### config.mk
export PLATFORM = sky130hd
export DESIGN_NAME = ptw_walker
export DESIGN_NICKNAME = d
export VERILOG_FILES = /design/src/rtl/ptw_pkg.sv /design/src/rtl/ptw_low_zero.sv /design/src/rtl/ptw_entry_decode.sv /design/src/rtl/ptw_addr_form.sv /design/src/rtl/ptw_walker.sv
export SDC_FILE = /design/constraint.sdc
export NUM_CORES = 1
export LEC_CHECK = 0
export BUFFER_PORTS_ARGS = -buffer_cell sky130_fd_sc_hd__buf_2
export CELL_PAD_IN_SITES_DETAIL_PLACEMENT = 1
export CELL_PAD_IN_SITES_GLOBAL_PLACEMENT = 1
export CORE_MARGIN = 2
export CORE_UTILIZATION = 38
export CTS_BUF_LIST = sky130_fd_sc_hd__clkbuf_8
export DETAILED_ROUTE_END_ITERATION = 6
export PLACE_DENSITY_LB_ADDON = 0.1
export SLEW_MARGIN = 20
export SYNTH_ARGS = -nofsm -noshare
export SYNTH_HDL_FRONTEND = slang
export SYNTH_SLANG_ARGS = --single-unit
### constraint.sdc
create_clock -name clk -period 6.7 [get_ports clk]
set_clock_uncertainty 0.05 [all_clocks]
set_input_delay 0.335 -clock clk [delete_from_list [all_inputs] [get_ports clk]]
set_output_delay 0.335 -clock clk [all_outputs]
set_load 0.1 [all_outputs]
### src/rtl/ptw_pkg.sv
package ptw_pkg;

    typedef enum logic [1:0] {
        ST_IDLE,
        ST_ISSUE,
        ST_WAIT,
        ST_DONE
    } walk_state_e;

    localparam int unsigned ENTRY_W   = 64;
    localparam int unsigned ENTRY_LG2 = 3;   // bytes per entry = 2^3
    localparam int unsigned POS_VALID = 0;
    localparam int unsigned POS_CODE  = 9;
    localparam int unsigned CODE_W    = 3;
    localparam int unsigned POS_COH   = 60;
    localparam int unsigned POS_RD    = 61;
    localparam int unsigned POS_WR    = 62;

    localparam logic [CODE_W-1:0] CODE_PLAIN = 3'd0;
    localparam logic [CODE_W-1:0] CODE_SIZED = 3'd7;

endpackage

### src/rtl/ptw_low_zero.sv
module ptw_low_zero #(
    parameter int W     = 40,
    parameter int POS_W = 6
) (
    input  logic [W-1:0]     vec,
    output logic [POS_W-1:0] pos,
    output logic             found
);

    // Scan from the top so the last hit is the lowest clear bit.
    always_comb begin
        pos   = '0;
        found = 1'b0;
        for (int i = W - 1; i >= 0; i--) begin
            if (!vec[i]) begin
                pos   = POS_W'(i);
                found = 1'b1;
            end
        end
    end

endmodule

### src/rtl/ptw_entry_decode.sv
module ptw_entry_decode
    import ptw_pkg::*;
#(
    parameter int PA_W     = 52,
    parameter int PG_SHIFT = 12,
    parameter int LVL_W    = 3
) (
    input  logic [ENTRY_W-1:0]       entry,
    input  logic [LVL_W-1:0]         level,
    output logic                     present,
    output logic                     leaf,
    output logic                     sized,
    output logic [PA_W-PG_SHIFT-1:0] frame,
    output logic                     coh,
    output logic                     rd,
    output logic                     wr
);

    localparam int FRM_W = PA_W - PG_SHIFT;

    logic [CODE_W-1:0] code;
    logic              unused_bits;

    always_comb begin
        code    = entry[POS_CODE +: CODE_W];
        present = entry[POS_VALID];
        frame   = entry[PG_SHIFT +: FRM_W];
        coh     = entry[POS_COH];
        rd      = entry[POS_RD];
        wr      = entry[POS_WR];
        sized   = (code == CODE_SIZED);
        leaf    = (level == '0) || (code == CODE_PLAIN) || sized;
    end

    assign unused_bits = ^{entry[ENTRY_W-1], entry[POS_COH-1:PA_W], entry[POS_CODE-1:1]};

endmodule

### src/rtl/ptw_addr_form.sv
module ptw_addr_form #(
    parameter int PA_W     = 52,
    parameter int PG_SHIFT = 12,
    parameter int IDX_W    = 9,
    parameter int LVL_W    = 3,
    parameter int POS_W    = 6
) (
    input  logic [PA_W-PG_SHIFT-1:0] frame,
    input  logic [PA_W-1:0]          va_lo,
    input  logic [LVL_W-1:0]         level,
    input  logic                     sized,
    input  logic [POS_W-1:0]         zpos,
    output logic [PA_W-1:0]          pa
);

    localparam int SH_W = 8;

    logic [SH_W-1:0] span_lg2;
    logic [PA_W-1:0] off_mask;

    always_comb begin
        if (sized)
            span_lg2 = SH_W'(zpos) + SH_W'(PG_SHIFT + 1);
        else
            span_lg2 = SH_W'(PG_SHIFT) + SH_W'(IDX_W) * SH_W'(level);

        if (span_lg2 >= SH_W'(PA_W))
            off_mask = '1;
        else
            off_mask = (PA_W'(1) << span_lg2) - PA_W'(1);

        pa = ({frame, {PG_SHIFT{1'b0}}} & ~off_mask) | (va_lo & off_mask);
    end

endmodule

### src/rtl/ptw_walker.sv
module ptw_walker
    import ptw_pkg::*;
#(
    parameter int VA_W     = 64,
    parameter int PA_W     = 52,
    parameter int PG_SHIFT = 12,
    parameter int IDX_W    = 9,
    parameter int LVL_W    = 3,
    parameter int MAX_LVL  = 5
) (
    input  logic                clk,
    input  logic                rst_n,
    input  logic                req_valid,
    output logic                req_ready,
    input  logic [VA_W-1:0]     req_va,
    input  logic [PA_W-1:0]     req_root,
    input  logic [LVL_W-1:0]    req_top,
    output logic                mem_req_valid,
    input  logic                mem_req_ready,
    output logic [PA_W-1:0]     mem_req_addr,
    input  logic                mem_rsp_valid,
    input  logic [ENTRY_W-1:0]  mem_rsp_data,
    output logic                res_valid,
    input  logic                res_ready,
    output logic [PA_W-1:0]     res_pa,
    output logic                res_read,
    output logic                res_write,
    output logic                res_coherent,
    output logic                res_fault
);

    localparam int FRM_W = PA_W - PG_SHIFT;
    localparam int POS_W = $clog2(FRM_W);
    localparam int SA_W  = 8;

    walk_state_e st_q, st_d;

    logic [VA_W-1:0]  va_q;
    logic [PA_W-1:0]  base_q;
    logic [LVL_W-1:0] lvl_q;
    logic             rd_acc_q, wr_acc_q;
    logic [PA_W-1:0]  out_pa_q;
    logic             out_rd_q, out_wr_q, out_coh_q, out_flt_q;

    logic [SA_W-1:0]  idx_shift;
    logic [VA_W-1:0]  va_shifted;
    logic [IDX_W-1:0] idx;

    logic             dec_present, dec_leaf, dec_sized, dec_coh, dec_rd, dec_wr;
    logic [FRM_W-1:0] dec_frame;
    logic [POS_W-1:0] z_pos;
    logic             z_any;
    logic [PA_W-1:0]  leaf_pa;

    logic top_bad, at_top, walk_end, walk_fault;

    ptw_entry_decode #(
        .PA_W(PA_W), .PG_SHIFT(PG_SHIFT), .LVL_W(LVL_W)
    ) u_dec (
        .entry   (mem_rsp_data),
        .level   (lvl_q),
        .present (dec_present),
        .leaf    (dec_leaf),
        .sized   (dec_sized),
        .frame   (dec_frame),
        .coh     (dec_coh),
        .rd      (dec_rd),
        .wr      (dec_wr)
    );

    ptw_low_zero #(
        .W(FRM_W), .POS_W(POS_W)
    ) u_lz (
        .vec   (dec_frame),
        .pos   (z_pos),
        .found (z_any)
    );

    ptw_addr_form #(
        .PA_W(PA_W), .PG_SHIFT(PG_SHIFT), .IDX_W(IDX_W),
        .LVL_W(LVL_W), .POS_W(POS_W)
    ) u_form (
        .frame (dec_frame),
        .va_lo (va_q[PA_W-1:0]),
        .level (lvl_q),
        .sized (dec_sized),
        .zpos  (z_pos),
        .pa    (leaf_pa)
    );

    // Entry index and walk decisions
    always_comb begin
        idx_shift  = SA_W'(PG_SHIFT) + SA_W'(IDX_W) * SA_W'(lvl_q);
        va_shifted = va_q >> idx_shift;
        idx        = va_shifted[IDX_W-1:0];
        top_bad    = (req_top > LVL_W'(MAX_LVL));
        at_top     = (lvl_q == LVL_W'(MAX_LVL));
        walk_end   = !dec_present || dec_leaf;
        walk_fault = !dec_present ||
                     (dec_leaf && (at_top || (dec_sized && !z_any)));
    end

    // State register
    always_ff @(posedge clk) begin
        if (!rst_n)
            st_q <= ST_IDLE;
        else
            st_q <= st_d;
    end

    // Next state
    always_comb begin
        st_d = st_q;
        unique case (st_q)
            ST_IDLE:  if (req_valid)      st_d = top_bad ? ST_DONE : ST_ISSUE;
            ST_ISSUE: if (mem_req_ready)  st_d = ST_WAIT;
            ST_WAIT:  if (mem_rsp_valid)  st_d = walk_end ? ST_DONE : ST_ISSUE;
            ST_DONE:  if (res_ready)      st_d = ST_IDLE;
            default:                      st_d = ST_IDLE;
        endcase
    end

    // Walk context and result registers
    always_ff @(posedge clk) begin
        if (!rst_n) begin
            va_q      <= '0;
            base_q    <= '0;
            lvl_q     <= '0;
            rd_acc_q  <= 1'b0;
            wr_acc_q  <= 1'b0;
            out_pa_q  <= '0;
            out_rd_q  <= 1'b0;
            out_wr_q  <= 1'b0;
            out_coh_q <= 1'b0;
            out_flt_q <= 1'b0;
        end else begin
            unique case (st_q)
                ST_IDLE: begin
                    if (req_valid) begin
                        va_q     <= req_va;
                        base_q   <= {req_root[PA_W-1:PG_SHIFT], {PG_SHIFT{1'b0}}};
                        lvl_q    <= req_top;
                        rd_acc_q <= 1'b1;
                        wr_acc_q <= 1'b1;
                        if (top_bad) begin
                            out_pa_q  <= '0;
                            out_rd_q  <= 1'b0;
                            out_wr_q  <= 1'b0;
                            out_coh_q <= 1'b0;
                            out_flt_q <= 1'b1;
                        end
                    end
                end
                ST_WAIT: begin
                    if (mem_rsp_valid) begin
                        if (walk_fault) begin
                            out_pa_q  <= '0;
                            out_rd_q  <= 1'b0;
                            out_wr_q  <= 1'b0;
                            out_coh_q <= 1'b0;
                            out_flt_q <= 1'b1;
                        end else if (walk_end) begin
                            out_pa_q  <= leaf_pa;
                            out_rd_q  <= rd_acc_q && dec_rd;
                            out_wr_q  <= wr_acc_q && dec_wr;
                            out_coh_q <= dec_coh;
                            out_flt_q <= 1'b0;
                        end else begin
                            base_q   <= {dec_frame, {PG_SHIFT{1'b0}}};
                            lvl_q    <= lvl_q - LVL_W'(1);
                            rd_acc_q <= rd_acc_q && dec_rd;
                            wr_acc_q <= wr_acc_q && dec_wr;
                        end
                    end
                end
                default: ;
            endcase
        end
    end

    // Outputs
    always_comb begin
        req_ready     = (st_q == ST_IDLE);
        mem_req_valid = (st_q == ST_ISSUE);
        res_valid     = (st_q == ST_DONE);
        mem_req_addr  = base_q | PA_W'({idx, {ENTRY_LG2{1'b0}}});
        res_pa        = out_pa_q;
        res_read      = out_rd_q;
        res_write     = out_wr_q;
        res_coherent  = out_coh_q;
        res_fault     = out_flt_q;
    end

endmodule

# ---- Yosys cells after proc, flatten, opt, wreduce, memory -nomap -nowiden
# Cells that the tools add are included.
dict set report word_totals {
  regBits 179
  inputBits 189
  word_cells 191
}
dict set report op_classes {
  addsub 4
  multipliers 1
  magnitude_cmp 2
  eq_ne 13
  shifts 2
  mux 134
  bitwise_logic 5
  reduce_logical 19
}
# cell n
set ops {}
lappend ops {{$mux W52} 10}
lappend ops {{$mux W6} 40}
lappend ops {{$pmux W52 S2} 2}
lappend ops {{$and A52 B52 Y52} 2}
lappend ops {{$shr A64 B8 Y9} 1}
lappend ops {{$mux W1} 63}
lappend ops {{$not A52 Y52} 1}
lappend ops {{$or A52 B12 Y52} 1}
lappend ops {{$or A52 B52 Y52} 1}
lappend ops {{$shl A1 B8 Y52 const A} 1}
lappend ops {{$sub A52 B2 Y52 const B} 1}
lappend ops {{$mux W2} 6}
lappend ops {{$mux W3} 4}
lappend ops {{$pmux W1 S2} 6}
lappend ops {{$reduce_and A5 Y1} 2}
lappend ops {{$add A4 B7 Y8 const A} 1}
lappend ops {{$ge A8 B6 Y1 const B} 1}
lappend ops {{$mux W8} 1}
lappend ops {{$ne A2 B2 Y1 const B} 4}
lappend ops {{$pmux W2 S4} 1}
lappend ops {{$add A6 B4 Y7 const B} 1}
lappend ops {{$mul A4 B3 Y7 const A} 1}
lappend ops {{$eq A3 B3 Y1 const B} 2}
lappend ops {{$logic_not A3 Y1} 2}
lappend ops {{14 further kinds} 25}

# ---- Logic depth before layout (Yosys ltp)
dict set report logic_depth {
  depth_word 52
  ltp_mapped 24
  mapped_depth_nobuf 21
}

# ---- By module
# A second synthesis with hierarchy kept.
dict set report unflattened {
  cells_unflattened 1162
  area_unflattened_um2 9743.1
}
# module n_inst cells_per_inst area_each_um2 seq_area_each_um2
set by_module_without_submodules {}
lappend by_module_without_submodules {ptw_walker 1 688 6557.5 3343.2}
lappend by_module_without_submodules {ptw_addr_form 1 340 2316.0 0.0}
lappend by_module_without_submodules {ptw_low_zero 1 86 511.7 0.0}
lappend by_module_without_submodules {ptw_entry_decode 1 48 357.8 0.0}

# ---- Worst setup path after synthesis
# Ideal clock, no wire load.
dict set report synth_timing {
  path_type {in2reg}
  startpoint {in mem_rsp_data[47]}
  endpoint {reg out_pa_q[14], in the netlist res_pa[14]}
  setup_ns 0.129
  arrival_ns 4.813
  t_required_ns 6.521
  setup_slack_ns 1.708
  path_stages 24
  path_cell_list {nand4_1 -> a31o_2 -> a2111oi_0 -> nor4_1 -> o21ai_0 -> inv_1 -> ha_1 -> or4_1 -> or4_1 -> o211ai_2 -> o21a_1 -> and2_1 -> buf_2 -> buf_2 -> nand2_1 -> ha_1 -> clkbuf_1 -> inv_1 -> clkbuf_1 -> nand4_1 -> a21boi_0 -> o211ai_1 -> mux2i_1 -> o21ai_0}
}
dict set report synth_via {
  elab_chain_len 48
  elab_cells_between_ends 93
  classes_between {add/sub (2); order compare (1); eq/ne (1); shift (1); mux (78); bitwise (4); reduce/logical (6)}
}
# item line
set synth_rtl {}
lappend synth_rtl {{start: declaration} ptw_walker.sv:22} ;# input logic [ENTRY_W-1:0] mem_rsp_data,
lappend synth_rtl {{$mux W6 (36 in a row)} ptw_low_zero.sv:15} ;# if (!vec[i]) begin
lappend synth_rtl {{$add A6 B4 Y7} ptw_addr_form.sv:23} ;# span_lg2 = SH_W'(zpos) + SH_W'(PG_SHIFT + 1);
lappend synth_rtl {{$mux W8} ptw_addr_form.sv:22} ;# if (sized)
lappend synth_rtl {{$shl A1 B8 Y52} ptw_addr_form.sv:30} ;# off_mask = (PA_W'(1) << span_lg2) - PA_W'(1);
lappend synth_rtl {{$sub A52 B2 Y52} ptw_addr_form.sv:30}
lappend synth_rtl {{$mux W52} ptw_addr_form.sv:27} ;# if (span_lg2 >= SH_W'(PA_W))
lappend synth_rtl {{$not A52 Y52} ptw_addr_form.sv:32} ;# pa = ({frame, {PG_SHIFT{1'b0}}} & ~off_mask) | (va_lo & off_mask);
lappend synth_rtl {{$and A52 B52 Y52} ptw_addr_form.sv:32}
lappend synth_rtl {{$or A52 B52 Y52} ptw_addr_form.sv:32}
lappend synth_rtl {{$mux W52} ptw_walker.sv:162} ;# end else if (walk_end) begin
lappend synth_rtl {{$mux W52} ptw_walker.sv:156} ;# if (walk_fault) begin
lappend synth_rtl {{$mux W52} ptw_walker.sv:155} ;# if (mem_rsp_valid) begin
lappend synth_rtl {{$pmux W52 S2} ptw_walker.sv:137} ;# unique case (st_q)
lappend synth_rtl {{end signal: assignment} ptw_walker.sv:163} ;# out_pa_q <= leaf_pa;
lappend synth_rtl {{end: declaration} ptw_walker.sv:42} ;# logic [PA_W-1:0] out_pa_q;
# Parallel ways exist; a longest one is shown, timed or not. The select of a mux whose other input is x is not followed.
# A chain may end at the register's enable or synchronous reset.

# ---- Worst setup path in the final report
dict set report layout_timing {
  startpoint {in mem_rsp_data[42]}
  endpoint {reg out_pa_q[34], in the netlist res_pa[34]}
}
dict set report layout_via {
  elab_chain_len 43
  elab_cells_between_ends 83
  classes_between {add/sub (2); order compare (1); eq/ne (1); shift (1); mux (68); bitwise (4); reduce/logical (6)}
}
# item line
set layout_rtl {}
lappend layout_rtl {{$mux W6 (31 in a row)} ptw_low_zero.sv:15}
lappend layout_rtl {{$add A6 B4 Y7} ptw_addr_form.sv:23}
lappend layout_rtl {{$mux W8} ptw_addr_form.sv:22}
lappend layout_rtl {{$shl A1 B8 Y52} ptw_addr_form.sv:30}
lappend layout_rtl {{$sub A52 B2 Y52} ptw_addr_form.sv:30}
lappend layout_rtl {{$mux W52} ptw_addr_form.sv:27}
lappend layout_rtl {{$not A52 Y52} ptw_addr_form.sv:32}
lappend layout_rtl {{$and A52 B52 Y52} ptw_addr_form.sv:32}
lappend layout_rtl {{$or A52 B52 Y52} ptw_addr_form.sv:32}
lappend layout_rtl {{$mux W52} ptw_walker.sv:162}
lappend layout_rtl {{$mux W52} ptw_walker.sv:156}
lappend layout_rtl {{$mux W52} ptw_walker.sv:155}
lappend layout_rtl {{$pmux W52 S2} ptw_walker.sv:137}
# Parallel ways exist; a longest one is shown, timed or not. The select of a mux whose other input is x is not followed.

==> metrics.md <==
| Metric | Value |
|---|---|
| Status | `finished, final reports clean` |
| Reg2reg start | `lvl_q[2]` |
| Vias per inst | `~5.7` |
| Final setup vio count | `0` |
| Post-CTS sizing | `0` |
| Crit path DAT | `between 5 and 6 ns` |
| Worst Setup Path Type | `input pin to flop` |
| Yosys cell types | `76` |
| DRT met1 WL | `~17 mm` |
| Worst-path clk slew | `roughly 0.12 ns` |
| Unrepaired setup endpoints after global routing | `no` |
| Total Routed Length | `36.8 mm` |
| Main synth FF type | `dfxtp_1` |
| Worst Setup SP | `mem_rsp_data[42]` |
| Post-Synth XOR/XNOR Area | `0.380%` |
| Sequential share of the synthesized area | `a little over a third` |
| DR iter-0 viols | `725` |
| Post-DP HPWL | `approximately 28 mm` |
| DR pass1 iterations | `5` |
| Critical Path RT | `7.01 ns` |
| Worst-Skew Late Latency | `~0.48 ns` |
| Stages on worst setup path | `21` |
| CTS sink cnt | `between 150 and 200` |
| Core box area | `between 20,000 and 25,000 um^2` |
| Top post-synthesis cells by area | `dfxtp_1, nand2_1, a21boi_0, o211a_1, mux2i_1` |
| Synthesized cell area | `about 9000 um^2` |
| CP Capture Type | `flop` |
| All-Layer GR Usage | `between 20 and 30%` |
| Worst Setup Start Kind | `input pin` |
| EDFF count, synth | `0` |
| Worst-Margin Slew | `between 1 and 1.5 ns` |
| Dpl ws | `between 0.8 and 0.9 ns` |
| CTS Buf Count | `17` |
| Die Span Y | `around 160 um` |
| PD cells | `between 200 and 300 nW/um^2` |
| Synth-to-layout area growth | `21.2%` |
| Die footprint | `approximately 26,000 um^2` |
| Slowest-stage cell, CP | `o41ai_1` |
| Congestion Overflow GR | `0` |
| Syn Area/Cell | `7.84 um^2` |
| Hold Buf Count CTS | `0` |
| Pin count of the biggest net entering global routing | `89` |
| Initial antenna violation count | `2` |
| Max-Cap Viols | `0` |
| # fillers | `3,011` |
| Via count | `between 9,000 and 10,000` |
| Share of post-route cells with drive strength above 1 | `between 20% and 30%` |
| Synth Register Bits | `~170` |
| Top Metal Used | `met5` |
| Total setup buffers inserted after CTS | `0` |
| CTS Root Buffer Type | `clkbuf_8` |
| Sequential standard cell area | `3340 um^2` |
| Htree depth | `4` |
| CTS tree | `done` |
| Main combinational cell family by area after synthesis | `compound AO/OA/AOI/OAI gates` |
| Port bufs | `between 200 and 300` |
| DRC viols | `0` |
| Post-Synth Simple-Gate Area | `24.1%` |
| CP delay by family, top | `simple AND/OR/NAND/NOR gates` |
| Setup TNS | `0 ns` |
| Adder-cell share of the synthesized area | `between 1 and 1.5%` |
| Hold Fails Final Rpt | `0` |
| Die width | `160 um` |
| Nets | `1,590` |
| Cell taking the most area after synthesis | `dfxtp_1` |
| Slew Viols, Final | `0` |
| Reg2reg setup slack | `about 1.3 ns` |
| Fmax | `181 MHz` |
| Worst IR drop on VDD | `roughly 0.00014 V` |
| Wire per inst | `~21 um` |
| R2R depth | `18` |
| Syn. warnings | `0` |
| Cell Area, Placed | `approximately 11,000 um^2` |
| Routed Antenna Nets | `0` |
| Site row count | `56` |
| Most frequent cells in the layout | `nand2_1, buf_2, dfxtp_1` |
| Worst setup path endpoint | `res_pa[34]` |
| Multi-input gate area in the final layout | `5490 um^2` |
| Compound-Gate Fraction of Synth Area | `about 28%` |
| Slew headroom | `~31%` |
| P_leak | `about 5 nW` |
| Buf/Inv on CP | `3` |
| Final Cell Area | `11,200 um^2` |
| Syn Inst Count | `1,176` |
| Hold WC Path Type | `input pin to flop` |
| Post-synthesis mux area share | `between 5 and 6%` |
| Starting density of the core | `around two fifths` |
| Synth top area share | `a little over a third` |
| Largest stage delay on the critical path | `0.60 ns` |
| Crit-path max FO | `10` |
| Final WS setup | `about 1.2 ns` |
| Gpl congestion | `~0.96` |
| Global-route wire length before repair | `~57 mm` |
| Tmin final | `5.54 ns` |
| WL met2 | `17.3 mm` |
| I/O pin count | `300` |
| Most common cell after layout, fill and taps aside | `nand2_1` |
| Asr flop ratio synth | `0%` |
| RR Endpoint | `res_pa[34]` |
| Max Root-Sink Buffers | `2` |
| CP cell instances | `buf_2 -> nand4_1 -> a31o_2 -> a2111oi_0 -> nor4_1 -> o21ai_0 -> inv_1 -> ha_1 -> or4_1 -> or4_1 -> o211ai_2 -> o21a_1 -> nand2_2 -> nor2_1 -> nand3_1 -> ha_1 -> inv_1 -> a211oi_4 -> o41ai_1 -> or3_1 -> nand3_1` |
| Period utilization | `a little over 80%` |
| Vias in the first global route | `roughly 9,700` |
| Met3 routed WL | `between 2 and 2.5 mm` |
[cells in the mapped netlist, types with 4 or more instances]
cell type and number:
nand2_1 310, nor3_1 10, ha_1 8, a21boi_0 73, nand4_1 17, and2_1 10
a21o_1 7, buf_4 4, nor4_1 8, clkbuf_1 74, inv_1 19, a32oi_1 8
mux2_2 4, o2111ai_1 5, o31ai_1 5, mux2i_1 32, mux4_2 7, and4_1 4
o21a_1 4, a2111o_1 4, o211a_1 41, and3_1 6, o21ai_0 61, a21oi_1 38
or4_1 5, nor2b_1 19, o22ai_1 4, a22oi_1 8, o311ai_0 5, buf_2 6
dfxtp_1 167, a211oi_1 7, nor2_1 34, nand3_1 60, a31oi_1 8, o211ai_1 27
o21ai_1 4
[stage by stage]
step	utilization, %	cells	hold slack (ns)	power, mW
after global routing	47.3	1724	0.0373	3.32
after detailed placement	45.6	1693	0.390	2.43
after global placement	45.6	1693	0.382	2.41
final	47.3	1725	0.0375	3.17
after floorplan	-	1178	0.390	2.09
after CTS	47.3	1724	0.0211	3.18
[layout make-up]
| type | count | share of cell area, % |
|---|---|---|
| well taps | 319 | 3.57 |
| multi-input cells | 904 | 49.2 |
| diodes | 1 | 0.0224 |
| inverters | 20 | 0.672 |
| flip-flops and latches | 167 | 29.9 |
| clock buffers | 18 | 2.22 |
| clock inverters | 13 | 1.37 |
| repair buffers | 283 | 13.1 |
[worst min-delay path, cell delays in order]
cell	delay [ns]
buf_2	0.09
nand2_1	0.04
a21boi_0	0.06
[how the worst min path moves through the flow]
stage,slack (ns),to,cells after the start,start
after floorplan,0.39,va_q[10],2,va_q[10]
after global placement,0.38,res_pa[47],2,res_pa[47]
after detailed placement,0.39,res_pa[16],2,res_pa[16]
after CTS,0.02,va_q[40],3,req_va[40]
after global routing,0.04,va_q[29],3,req_va[29]
final,0.04,va_q[40],3,req_va[40]
[state kept, by name (all words and copies together), names as in the netlist]
name / cells
lvl_q: 3
res_write: 1
wr_acc_q: 1
base_q: 40
res_fault: 1
va_q: 64
rd_acc_q: 1
res_coherent: 1
res_pa: 52
res_read: 1
st_q: 2
[power breakdown]
group	internal [mW]	total, mW	leakage [nW]	switching, mW
Combinational	0.321	1.28	3.51	0.955
Sequential	1.07	1.14	1.36	0.0730
Clock	0.290	0.746	0.199	0.456
Total	1.68	3.17	5.07	1.48
[metal layers]
layer  vias to the layer above  GRT usage (%)
li1                       4650              -
met1                      4847           38.6
met2                       333           46.3
met3                        42           4.42
met4                         2           8.43
met5                         -              0
[cell families after synthesis]
group,Yosys count
DFF,167
muxes,43
other,1
buffers and inverters,107
AOI/OAI and AO/OA,346
xor gates and xnor gates,4
adders and majority gates,8
and+or+nand+nor,500
No activity file was read; power rests on OpenSTA's default activity.
